## config.mk

```make
export PLATFORM = sky130hd
export DESIGN_NAME = clkdiv_pair
export DESIGN_NICKNAME = d
export VERILOG_FILES = /design/src/rtl/clkdiv_pair_pkg.sv /design/src/rtl/clkdiv_pair_regs.sv /design/src/rtl/clkdiv_pair_chan.sv /design/src/rtl/clkdiv_pair.sv
export SDC_FILE = /design/constraint.sdc
export NUM_CORES = 1
export LEC_CHECK = 0
export ABC_CLOCK_PERIOD_IN_PS = 1900
export CAP_MARGIN = 20
export CORE_MARGIN = 4
export CORE_UTILIZATION = 63
export CTS_CLUSTER_DIAMETER = 120
export DETAILED_ROUTE_END_ITERATION = 6
export DONT_BUFFER_PORTS = 1
export GPL_TIMING_DRIVEN = 0
export PLACE_DENSITY = 0.9
export SLEW_MARGIN = 15
export SYNTH_ARGS = -nofsm -noshare
export SYNTH_HDL_FRONTEND = slang
export SYNTH_SLANG_ARGS = --single-unit
```

## constraint.sdc

```tcl
create_clock -name clk_i -period 1.9 [get_ports clk_i]
set_input_delay 0.285 -clock clk_i [delete_from_list [all_inputs] [get_ports clk_i]]
set_output_delay 0.285 -clock clk_i [all_outputs]
set_load 0.1 [all_outputs]
```

## src/rtl/clkdiv_pair_pkg.sv

```systemverilog
package clkdiv_pair_pkg;
  localparam int DIV_W     = 4;
  localparam int CH_STRIDE = 16;
  localparam int EN_OFS    = 0;
  localparam int SEL_OFS   = 1;
  localparam int DIV_OFS   = 4;
  localparam int CMP_OFS   = 8;
  localparam int NUM_SRC   = 2;

  typedef struct packed {
    logic             en;
    logic             sel;
    logic [DIV_W-1:0] div;
    logic [DIV_W-1:0] cmp;
  } ch_cfg_t;

  // ceil(N/2)-1 with N = div+1, i.e. ((div+2)>>1)-1
  function automatic logic [DIV_W-1:0] half_cmp(input logic [DIV_W-1:0] div_f);
    logic [DIV_W:0] sum;
    sum = {1'b0, div_f} + (DIV_W+1)'(2);
    return sum[DIV_W:1] - 1'b1;
  endfunction
endpackage

```

## src/rtl/clkdiv_pair_regs.sv

```systemverilog
module clkdiv_pair_regs
  import clkdiv_pair_pkg::*;
#(
  parameter int NUM_CH = 2,
  localparam int REG_W = NUM_CH * CH_STRIDE
) (
  input  logic             clk_i,
  input  logic             rst_ni,
  input  logic             wr_en_i,
  input  logic [REG_W-1:0] wr_data_i,
  output logic [REG_W-1:0] reg_o
);
  localparam int TAIL_W = CH_STRIDE - CMP_OFS - DIV_W;

  logic [REG_W-1:0]  reg_q;
  logic [NUM_CH-1:0] upd_q;

  always_ff @(posedge clk_i or negedge rst_ni) begin
    if (!rst_ni) begin
      reg_q <= '0;
      upd_q <= '0;
    end else if (wr_en_i) begin
      // a write always wins; a pending recompute is dropped and re-armed if needed
      reg_q <= wr_data_i;
      for (int ch = 0; ch < NUM_CH; ch++)
        upd_q[ch] <= wr_data_i[ch*CH_STRIDE+DIV_OFS +: DIV_W] !=
                     reg_q[ch*CH_STRIDE+DIV_OFS +: DIV_W];
    end else begin
      for (int ch = 0; ch < NUM_CH; ch++)
        if (upd_q[ch])
          reg_q[ch*CH_STRIDE+CMP_OFS +: DIV_W] <=
            half_cmp(reg_q[ch*CH_STRIDE+DIV_OFS +: DIV_W]);
      upd_q <= '0;
    end
  end

  assign reg_o = reg_q;

  for (genvar g = 0; g < NUM_CH; g++) begin : g_chk
    localparam int B = g * CH_STRIDE;

    assert_auto_cmp_R3: assert property (@(posedge clk_i) disable iff (!rst_ni)
      (upd_q[g] && !wr_en_i) |=>
        (reg_q[B+CMP_OFS +: DIV_W] == half_cmp(reg_q[B+DIV_OFS +: DIV_W])));

    assert_keep_low_R4: assert property (@(posedge clk_i) disable iff (!rst_ni)
      !wr_en_i |=> $stable(reg_q[B +: CMP_OFS]));

    assert_keep_tail_R4: assert property (@(posedge clk_i) disable iff (!rst_ni)
      !wr_en_i |=> $stable(reg_q[B+CMP_OFS+DIV_W +: TAIL_W]));
  end
endmodule

```

## src/rtl/clkdiv_pair_chan.sv

```systemverilog
module clkdiv_pair_chan
  import clkdiv_pair_pkg::*;
(
  input  logic               clk_i,
  input  logic               rst_ni,
  input  ch_cfg_t            cfg_i,
  input  logic [NUM_SRC-1:0] tick_i,
  output logic               clk_o
);
  logic [DIV_W-1:0] cnt_q, div_q, cmp_q;
  logic             sel_q;
  logic             tick, wrap;

  assign tick = tick_i[sel_q];
  assign wrap = (cnt_q == div_q);

  always_ff @(posedge clk_i or negedge rst_ni) begin
    if (!rst_ni) begin
      cnt_q <= '0;
      div_q <= '0;
      cmp_q <= '0;
      sel_q <= 1'b0;
    end else if (!cfg_i.en) begin
      // idle: track settings so enabling starts with current values
      cnt_q <= '0;
      div_q <= cfg_i.div;
      cmp_q <= cfg_i.cmp;
      sel_q <= cfg_i.sel;
    end else if (tick) begin
      if (wrap) begin
        cnt_q <= '0;
        div_q <= cfg_i.div;
        cmp_q <= cfg_i.cmp;
        sel_q <= cfg_i.sel;
      end else begin
        cnt_q <= cnt_q + 1'b1;
      end
    end
  end

  // ratio one: pass the tick straight through
  assign clk_o = cfg_i.en & ((div_q == '0) ? tick : (cnt_q <= cmp_q));

  assert_cnt_range_R6: assert property (@(posedge clk_i) disable iff (!rst_ni)
    cnt_q <= div_q);

  assert_off_hold_R7: assert property (@(posedge clk_i) disable iff (!rst_ni)
    !cfg_i.en |=> (cnt_q == '0));

  assert_off_low_R7: assert property (@(posedge clk_i) disable iff (!rst_ni)
    !cfg_i.en |-> !clk_o);

  assert_defer_R10: assert property (@(posedge clk_i) disable iff (!rst_ni)
    (cfg_i.en && !(tick && wrap)) |=> ($stable(div_q) && $stable(cmp_q) && $stable(sel_q)));
endmodule

```

## src/rtl/clkdiv_pair.sv

```systemverilog
module clkdiv_pair
  import clkdiv_pair_pkg::*;
#(
  parameter int NUM_CH = 2,
  localparam int REG_W = NUM_CH * CH_STRIDE
) (
  input  logic               clk_i,
  input  logic               rst_ni,
  input  logic [NUM_SRC-1:0] src_tick_i,
  input  logic               wr_en_i,
  input  logic [REG_W-1:0]   wr_data_i,
  output logic [REG_W-1:0]   rd_data_o,
  output logic [NUM_CH-1:0]  div_clk_o
);
  logic [REG_W-1:0] ctrl;

  clkdiv_pair_regs #(.NUM_CH(NUM_CH)) u_regs (
    .clk_i     (clk_i),
    .rst_ni    (rst_ni),
    .wr_en_i   (wr_en_i),
    .wr_data_i (wr_data_i),
    .reg_o     (ctrl)
  );

  assign rd_data_o = ctrl;

  for (genvar g = 0; g < NUM_CH; g++) begin : g_ch
    localparam int B = g * CH_STRIDE;
    ch_cfg_t cfg;

    assign cfg.en  = ctrl[B+EN_OFS];
    assign cfg.sel = ctrl[B+SEL_OFS];
    assign cfg.div = ctrl[B+DIV_OFS +: DIV_W];
    assign cfg.cmp = ctrl[B+CMP_OFS +: DIV_W];

    clkdiv_pair_chan u_chan (
      .clk_i  (clk_i),
      .rst_ni (rst_ni),
      .cfg_i  (cfg),
      .tick_i (src_tick_i),
      .clk_o  (div_clk_o[g])
    );
  end
endmodule

```

==> flow_summary.toml, run 1 <==
[critical_path]
r2r-start = "g_ch[0].u_chan.cnt_q[0]$_DFFE_PN0P_"
worstPathMaxFanout = 3
path_class = "flop to output port"
startpoint_type = "flop"
crit_required_ps = 1620
crit_path_end_kind = "output port"
crit_start = "g_ch[0].u_chan.div_q[0]$_DFFE_PN0P_"
crit_arrival_ps = 1680

[clock_network]
cts_root_buffer = "clkbuf_8"
cts_sinks = 60
cts_tree = "done"
clk_latency_ps = 340
clk_pin_slew_ps = 70
cts_buffers = 9
clockBufferDepth = 2
cts_htree_levels = 3

[routing]
drt_iter0_drc = 157
drc = 0
wl_per_cell_um = 24.2
drtPass1Iterations = 4
ant_nets = 0
vias_per_cell = 6.57
via_count = 2253
drt_wl_total_mm = 8.29

[synthesis]
async_flop_share_pct = 100
ys_types = 32
ys_seq_elements = 60
syn_inst = 255
yosysTopAreaCell = "dfrtp_1"
synth-edff-count = 0
yosys_most_used_dff = "dfrtp_1"
synth.yosys.warnings = 0
yosysMostFrequentCell = "dfrtp_1"
synth_common_cells = "60 x dfrtp_1, 42 x mux2_2, 26 x nand2_1"
syn_area_per_cell_um2 = 11.8
syn_nets = 304
yosys.area.top_type_share_pct = 49.7
synth.yosys.seq_area_share_pct = 49.7
synthTopCellsByArea = "dfrtp_1 50%, mux2_2 16%, ha_1 5.0%"
syn_area_um2 = 3020

[placement]
dpl.hpwl_mm = 4.46
gp_congestion = 0.777
placedInstanceArea_um2 = 3090
dp.cells = 307
io_buffers = 0

[sta]
fin_crit_ps = 1970
fmax_mhz = 508
grt_setup_unrepaired = "yes"
tightestPinTransition_ps = 1150
setup_ws_ps = -69.0
setup_viol = 11
drv_slew = 0
max_slew_margin_pct = 23.6
hold_slack_ps = 70.8
fin_crit_sh_pct = 104
hold_violations = 0
skew_ps = 10.5

[floorplan]
core_area_um2 = 4500
start_util_pct = 67.1
boundaryPins = 71
die_x_um = 77.2
dieArea_um2 = 5970
fp.dieH_um = 77.2
rows = 24

[layout]
area_delta_synth_final_pct = 22.8
layout-drive-gt1-share_pct = 42.6
multi_input_area_um2 = 1570
regArea_um2 = 1530
final_cells = 343
design_area_um2 = 3710
final_net_count = 335
fillers = 208
antenna_cells = 0

[global_route]
grt_pass1_vias = 2325
grt_usage_pct = 25.1
grt_pass1_wl_mm = 11.6
antenna_found_initial = 0
grt_overflow = 0
grt_max_degree = 61

[job]
maxCapViolations = 0

[outcome]
violations = "setup timing"
status = "finished, violations left"

[pwr]
ir_drop_uv = 1020
p_leak_nw = 1.57
powerDensity_nw_per_um2 = 1260

[min_path]
hp-class = "input port to flop"
holdCritStartpoint = "wr_data_i[8]"
layout make-up:
class,count,area share (%)
repair buffers,20,5.33
inverters,10,1.01
clock inverters,6,2.36
multi-input cells,174,42.3
well taps,52,1.75
plain buffers,11,2.53
clock buffers,10,3.44
flip-flops and latches,60,41.3
worst max-delay path, cell delays in order, from the launching register on:
cell	delay [ps]
dfrtp_2	450
nor4_4	370
a41oi_2	70
a21oi_2	240
buf_12	200
repair_timing:
| action | 4_1_cts | 5_1_grt |
|---|---|---|
| resized for setup | 34 | 16 |
| endpoints found under the setup margin | 2 | 23 |
| hold endpoints to repair | 60 | 0 |
| pin swaps | 5 | 9 |
| hold buffers | 2 | 0 |
| setup buffers | 9 | 9 |
through the flow:
stage	util, %	TNS [ps]	setup slack [ps]	total power [mW]
4_1_cts	78.9	-27.9	-18.5	4.46
2_1_floorplan	-	0	183	2.83
6_report	82.3	-440	-69.0	4.68
5_1_grt	82.3	-858	-137	4.86
3_3_place_gp	68.7	0	30.8	2.94
3_5_place_dp	68.7	-15.3	-15.3	3.00
where the power goes:
| group | internal [mW] | switching [mW] |
|---|---|---|
| logic | 0.572 | 0.593 |
| registers | 1.46 | 0.773 |
| clock network | 0.741 | 0.535 |
| total | 2.78 | 1.90 |
cells by family after synthesis:
family / Yosys count / synth area share [%]
AOI/OAI and AO/OA: 41 / 9.03
xor gates and xnor gates: 18 / 5.22
adders and majority gates: 12 / 4.97
buffers and inverters: 21 / 3.07
DFF: 60 / 49.7
muxes: 48 / 18.5
and+or+nand+nor: 55 / 9.53
routing by layer:
metal	up-vias	GRT usage, %	share of wire, %
li1	960	-	-
met1	1119	30.1	38
met2	142	39.7	48
met3	32	9.48	10
met4	0	12.5	3.7
met5	-	0	0
worst paths after layout:
path / to / slack (ps) / cells past startpoint
max reg2reg: g_ch[0].u_chan.div_q[0]$_DFFE_PN0P_ / -50 / 6
max: div_clk_o[0] / -70 / 4
max in group asynchronous: g_ch[1].u_chan.cnt_q[2]$_DFFE_PN0P_ / 1150 / 2
min: u_regs.reg_o[8]$_DFFE_PN0P_ / 70 / 2
min reg2reg: g_ch[1].u_chan.cmp_q[2]$_DFFE_PN0P_ / 520 / 1
min in group asynchronous: u_regs.reg_o[17]$_DFFE_PN0P_ / 470 / 2
flip-flops by register name, indices dropped and copies added, names as in the netlist:
name and count:
g_ch.u_chan.cmp_q 8, g_ch.u_chan.cnt_q 8, g_ch.u_chan.div_q 8, g_ch.u_chan.sel_q 2
u_regs.reg_o 32, u_regs.upd_q 2
cell usage in the layout, fill, tap and decap left out, types with 8 or more instances in the layout:
| master | count |
|---|---|
| buf_4 | 16 |
| clkbuf_8 | 10 |
| dfrtp_1 | 46 |
| dfrtp_2 | 9 |
| mux2_2 | 42 |
| nand2_1 | 25 |
| o21ai_0 | 16 |
| xnor2_1 | 10 |
| xor2_1 | 8 |
Note: power is estimated with default switching activity, not from simulation.
==> run 2: changes to the inputs <==
GPL_TIMING_DRIVEN = 1   (was 0)
HOLD_SLACK_MARGIN = 0.15   (was default)
PLACE_DENSITY = default   (was 0.9)
PLACE_DENSITY_LB_ADDON = 0.05   (was default)
==> flow_summary.toml, run 2 (same netlist as run 1, synthesis figures left out) <==
[outcome]
status = "finished, violations left"
violations = "setup timing"

[critical_path]
startpoint_type = "flop"
path_buf_inv = 2
path_cells = "inv_2, ha_4, a21oi_1, o21ai_1, a21oi_2, buf_12"
crit_path_end_kind = "output port"
cpPeakStageDelay_ps = 400
crit_family = "compound AO/OA/AOI/OAI gates"
path_class = "flop to output port"
cpMaxStageDelayCell = "dfrtp_1"
worstPathMaxFanout = 3
crit_arrival_ps = 1650
crit_required_ps = 1620

[pwr]
clkPwrFrac_pct = 23.8
p_int_mw = 2.72
switchingPower_mw = 1.88
p_leak_nw = 1.78
ir_drop_uv = 845
power.share.switching_pct = 40.9
p_comb_share_pct = 34.6
seqPwrFrac_pct = 41.5
powerDensity_nw_per_um2 = 1120
power.total_mw = 4.61

[sta]
setup_viol = 2
grt_setup_unrepaired = "yes"
fmax_mhz = 516
hold_violations = 0
max_slew_margin_pct = 35.7
fin_crit_sh_pct = 102
hold_slack_ps = 173
fin_crit_ps = 1940
tns_ps = -47.6
tightestPinTransition_ps = 964
setup_ws_ps = -37.2
drv_slew = 0
skew_ps = 14.2

[placement]
dpl.hpwl_mm = 3.98
io_buffers = 0
gp_congestion = 0.844

[global_route]
grt_pass1_vias = 2407
grt_overflow = 0
grt_usage_pct = 25.8
antenna_found_initial = 0
grt_pass1_wl_mm = 12.0
grt_max_degree = 61

[layout]
fillers = 170
regArea_um2 = 1510
final_net_count = 376
mostFrequentLayoutCells = "51 x dfrtp_1, 42 x mux2_2, 33 x dlygate4sd3_1, 33 x buf_4, 26 x nand2_1"
layout-drive-gt1-share_pct = 40.2
multi_input_area_um2 = 1630
largest_register_ffs = 32
antenna_cells = 0
layout_commonest_cell = "dfrtp_1"
area_delta_synth_final_pct = 35.7

[clock_network]
cts_buffers = 9
clk_pin_slew_ps = 80
clockBufferDepth = 2
clk_latency_ps = 330
cts_tree = "done"
cts_htree_levels = 3
cts_root_buffer = "clkbuf_8"
cts_sinks = 60

[routing]
vias_per_cell = 6.19
drtPass1Iterations = 6
wl_per_cell_um = 21.3
drc = 0
drt_wl_total_mm = 8.16
drt_iter0_drc = 150
ant_nets = 0
via_count = 2371

[floorplan]
start_util_pct = 67.1
core_area_um2 = 4500
rows = 24
boundaryPins = 71
dieArea_um2 = 5970
die_x_um = 77.2
fp.dieH_um = 77.2

[min_path]
hp-class = "input port to flop"

[job]
maxCapViolations = 0
==> run 2: changes by cell type in the layout (fill, tap and decap cells not counted), moves of 3 or more <==
cell / delta
buf_4: +17
clkbuf_1: -5
clkbuf_8: +3
dfrtp_1: +5
dfrtp_4: -5
dlygate4sd3_1: +32
xnor2_1: -6
xnor2_2: +6
==> run 2: repair_timing <==
action                                 4_1_cts  5_1_grt
endpoints found under the hold margin       94        0
gates cloned                                 0        2
setup buffers                                7        6
gates resized for setup                     15       16
pin swaps                                    2        9
hold buffers                                35        0
setup endpoints to repair                    2       20
==> run 2: power groups by stage <==
| stage | combinational (mW) | clock, mW | sequential (mW) |
|---|---|---|---|
| after global routing | 1.69 | 1.16 | 1.94 |
| after detailed placement | 1.19 | 0 | 1.89 |
| after global placement | 1.17 | 0 | 1.88 |
| after floorplan | 0.670 | 0 | 2.16 |
| final | 1.60 | 1.10 | 1.91 |
| after CTS | 1.40 | 1.08 | 1.86 |
==> run 2: worst min-delay path, stage by stage <==
cell,delay [ps]
mux2i_4,50
nand2_1,70
a21boi_0,70
==> run 2: per-layer routing <==
layer  part of all wire, %  vias up  track usage, %
met5                     0        -               0
met4                   2.6        0            9.07
met3                   7.9       21            6.91
met2                    50      118            42.7
met1                    39     1182            32.5
li1                      -     1050               -
==> run 2: worst paths after layout <==
check | start | endpoint | slack, ps | cells after the start
max | g_ch[0].u_chan.cmp_q[3]$_DFFE_PN0P_ | div_clk_o[0] | -40 | 6
min | src_tick_i[0] | g_ch[0].u_chan.cnt_q[1]$_DFFE_PN0P_ | 170 | 3
max reg2reg | g_ch[0].u_chan.cnt_q[0]$_DFFE_PN0P_ | g_ch[0].u_chan.sel_q$_DFFE_PN0P_ | 10 | 5
min reg2reg | g_ch[1].u_chan.cmp_q[0]$_DFFE_PN0P_ | g_ch[1].u_chan.cmp_q[0]$_DFFE_PN0P_ | 520 | 1
max in group asynchronous | rst_ni | u_regs.reg_o[6]$_DFFE_PN0P_ | 1140 | 2
min in group asynchronous | rst_ni | g_ch[0].u_chan.sel_q$_DFFE_PN0P_ | 460 | 2
==> run 2: final cells by class <==
class	instances	area share [%]
Inverter	10	0.915
Multi-Input combinational cell	176	39.8
Sequential cell	60	36.9
Clock inverter	1	0.122
Tap cell	52	1.59
Timing Repair Buffer	70	16.2
Clock buffer	14	4.46
==> run 2: through the flow <==
stage / util, % / std cells / cell area [µm²] / setup slack (ps)
2_1_floorplan: - / 255 / 3030 / 183
3_3_place_gp: 71.8 / 318 / 3240 / 213
3_5_place_dp: 71.8 / 318 / 3240 / 200
4_1_cts: 87.0 / 375 / 3920 / 2.73
5_1_grt: 91.0 / 383 / 4100 / -132
6_report: 91.0 / 383 / 4100 / -37.2
==> run 3: changes to the inputs <==
--- a/config.mk
+++ b/config.mk
@@ -10,3 +10,4 @@
 export CORE_MARGIN = 4
-export CORE_UTILIZATION = 63
+export CORE_UTILIZATION = 66
+export CTS_BUF_LIST = sky130_fd_sc_hd__clkbuf_2
 export CTS_CLUSTER_DIAMETER = 120
@@ -17,2 +18,3 @@
 export PLACE_DENSITY_LB_ADDON = 0.05
+export SKIP_CTS_REPAIR_TIMING = 1
 export SLEW_MARGIN = 15
==> constraint.sdc (replaced) <==
create_clock -name clk_i -period 1.9 [get_ports clk_i]
set_input_delay 0.19 -clock clk_i [delete_from_list [all_inputs] [get_ports clk_i]]
set_output_delay 0.19 -clock clk_i [all_outputs]
set_load 0.1 [all_outputs]
==> flow_summary.toml, run 3 <==
[outcome]
status = "aborted with a tool error"
lastStage = "5_1_grt"
error = "[ERROR GRT-0232] Routing congestion too high. Check the congestion heatmap in the GUI."

[global_route]
antenna_found_initial = 1
grt_max_degree = 61
grt_usage_pct = 71.1
grt_overflow = 56

[placement]
dpl.hpwl_mm = 4.34
gp_congestion = 0.905
dp.cells = 330
io_buffers = 0
placedInstanceArea_um2 = 3320

[synthesis]
synth-edff-count = 0
synth.yosys.warnings = 0
syn_area_per_cell_um2 = 11.8
synthTopCellsByArea = "dfrtp_1 50%, mux2_2 16%, ha_1 5.0%"
yosysMostFrequentCell = "dfrtp_1"
yosys_most_used_dff = "dfrtp_1"
syn_area_um2 = 3020
syn_inst = 255
yosysTopAreaCell = "dfrtp_1"
ys_types = 32
async_flop_share_pct = 100
syn_nets = 304
synth.yosys.seq_area_share_pct = 49.7
yosys.area.top_type_share_pct = 49.7
ys_seq_elements = 60
synth_common_cells = "60 x dfrtp_1, 42 x mux2_2, 26 x nand2_1"

[clock_network]
cts_htree_levels = 3
cts_buffers = 9
clockBufferDepth = 2
cts_root_buffer = "clkbuf_2"
cts_sinks = 60

[floorplan]
die_x_um = 75.7
boundaryPins = 71
fp.dieH_um = 75.7
start_util_pct = 68.9
rows = 24

[sta]
grt-worst-endpoint = "div_clk_o[0]"
worst-ep-kind = "top-level output"
## run 3: cell counts after synthesis
No cell type changed its count.
## run 3: per-layer routing
layer / GRT overflow / global-route usage [%]
met5: 0 / 1.85
met4: 27 / 79.6
met3: 0 / 56.1
met2: 29 / 88.1
met1: 0 / 68.4
## run 3: cells by family after synthesis
| kind of cell | count (synthesis) | synth area share [%] |
|---|---|---|
| flip-flops | 60 | 49.7 |
| AND/OR/NAND/NOR | 55 | 9.53 |
| multiplexers | 48 | 18.5 |
| AO/OA/AOI/OAI | 41 | 9.03 |
| buffers and inverters | 21 | 3.07 |
| XOR/XNOR | 18 | 5.22 |
| adder cells (fa/ha/maj) | 12 | 4.97 |
## run 3: through the flow
stage / setup WS (ps) / util [%]
4_1_cts: -307 / 77.6
3_5_place_dp: 132 / 75.8
3_3_place_gp: 230 / 75.8
2_1_floorplan: 77.3 / -
==> run 4: changes to the inputs <==
CORE_UTILIZATION = 40   (was 66)
CTS_BUF_LIST = default   (was sky130_fd_sc_hd__clkbuf_2)
CTS_CLUSTER_DIAMETER = default   (was 120)
HOLD_SLACK_MARGIN = default   (was 0.15)
PLACE_DENSITY_LB_ADDON = 0.15   (was 0.05)
==> flow_summary.toml, run 4 (same netlist as run 1, synthesis figures left out) <==
[outcome]
status = "finished, violations left"
violations = "hold timing"

[clock_network]
clockBufferDepth = 2
clk_latency_ps = 330
cts_htree_levels = 3
cts_root_buffer = "clkbuf_8"
clk_pin_slew_ps = 70
cts_buffers = 9
cts_sinks = 60
cts_tree = "done"

[layout]
largest_register_ffs = 32
final_cells = 426
layout_commonest_cell = "dfrtp_1"
antenna_cells = 0
layout-drive-gt1-share_pct = 38.2
final_net_count = 371
mostFrequentLayoutCells = "49 x dfrtp_1, 42 x mux2_2, 38 x buf_4"
area_delta_synth_final_pct = 33.4
fillers = 668
design_area_um2 = 4030

[floorplan]
fp.dieH_um = 94.9
core_area_um2 = 7290
dieArea_um2 = 9010
boundaryPins = 71
die_x_um = 94.9
rows = 31
start_util_pct = 41.4

[critical_path]
worstPathMaxFanout = 9
startpoint_type = "flop"
crit_path_end_kind = "flop"
path_class = "flop to flop"
crit_required_ps = 2110
crit_arrival_ps = 2060

[placement]
io_buffers = 0
gp_congestion = 0.838
dpl.hpwl_mm = 4.39
placedInstanceArea_um2 = 3380
dp.cells = 377

[routing]
drt_iter0_drc = 60
drt_wl_total_mm = 6.73
vias_per_cell = 5.01
via_count = 2135
drtPass1Iterations = 5
drc = 0
wl_per_cell_um = 15.8
ant_nets = 0

[pwr]
clkPwrFrac_pct = 29.1
power.total_mw = 4.64
seqPwrFrac_pct = 35.9
p_comb_share_pct = 35.0
switchingPower_mw = 1.71
power.share.switching_pct = 36.8
ir_drop_uv = 502
p_int_mw = 2.93
p_leak_nw = 1.75
powerDensity_nw_per_um2 = 1150

[sta]
fin_crit_sh_pct = 97.4
fmax_mhz = 541
drv_slew = 0
max_slew_margin_pct = 53.7
fin_crit_ps = 1850
tns_ps = 0
grt_setup_unrepaired = "yes"
hold_slack_ps = -16.3
hold_violations = 1
skew_ps = 5.89
setup_viol = 0
tightestPinTransition_ps = 692

[global_route]
grt_usage_pct = 14.8
grt_overflow = 0
grt_max_degree = 61
grt_pass1_vias = 2077
antenna_found_initial = 0
grt_pass1_wl_mm = 10.2

[min_path]
hp-class = "input port to flop"

[job]
maxCapViolations = 0
==> run 4: stage by stage <==
step,util (%),setup WS (ps)
after CTS,49.6,-88.2
after detailed placement,46.4,183
after global placement,46.4,195
after global routing,55.3,-13.4
final,55.3,50.3
after floorplan,-,77.3
==> run 4: final timing paths <==
kind	cells after the start	slack (ps)	to	startpoint
worst min-delay path	2	-20	u_regs.reg_o[25]$_DFFE_PN0P_	wr_data_i[25]
worst min register to register	1	510	u_regs.reg_o[19]$_DFFE_PN0P_	u_regs.reg_o[19]$_DFFE_PN0P_
worst max register to register	5	50	g_ch[0].u_chan.div_q[3]$_DFFE_PN0P_	g_ch[0].u_chan.cnt_q[1]$_DFFE_PN0P_
worst max-delay path	5	50	g_ch[0].u_chan.div_q[3]$_DFFE_PN0P_	g_ch[0].u_chan.cnt_q[1]$_DFFE_PN0P_
min in group asynchronous	2	390	u_regs.reg_o[13]$_DFFE_PN0P_	rst_ni
max in group asynchronous	2	1240	g_ch[1].u_chan.cnt_q[3]$_DFFE_PN0P_	rst_ni
==> run 4: layout make-up <==
type                            count  area, µm²  share of cell area [%]
Sequential cell                    60       1520                    37.6
Multi-Input combinational cell    174       1500                    37.2
Timing Repair Buffer               67        623                    15.5
Clock buffer                       11        131                    3.26
Tap cell                           99        124                    3.07
Clock inverter                      5        100                    2.48
Inverter                           10       37.5                   0.932
==> run 4: per-layer routing <==
metal  share of wire [%]  vias to the layer above  track usage [%]
met5                   0                        -                0
met4                 1.3                        0             6.85
met3                 5.7                        8             5.10
met2                  46                       57             22.3
met1                  47                     1038             19.1
li1                    -                     1032                -
==> run 4: critical path, stage by stage (launching register included) <==
cell	delay [ps]
dfrtp_2	430
buf_4	160
xnor2_1	170
nand4_2	220
o21ai_4	380
mux2_2	380
==> run 4: power groups by stage <==
stage	sequential (mW)	combinational, mW	clock, mW
finish	1.67	1.62	1.35
global route	1.70	1.73	1.46
CTS	1.67	1.44	1.40
detailed placement	1.69	1.44	0
global placement	1.68	1.43	0
floorplan	2.16	0.670	0
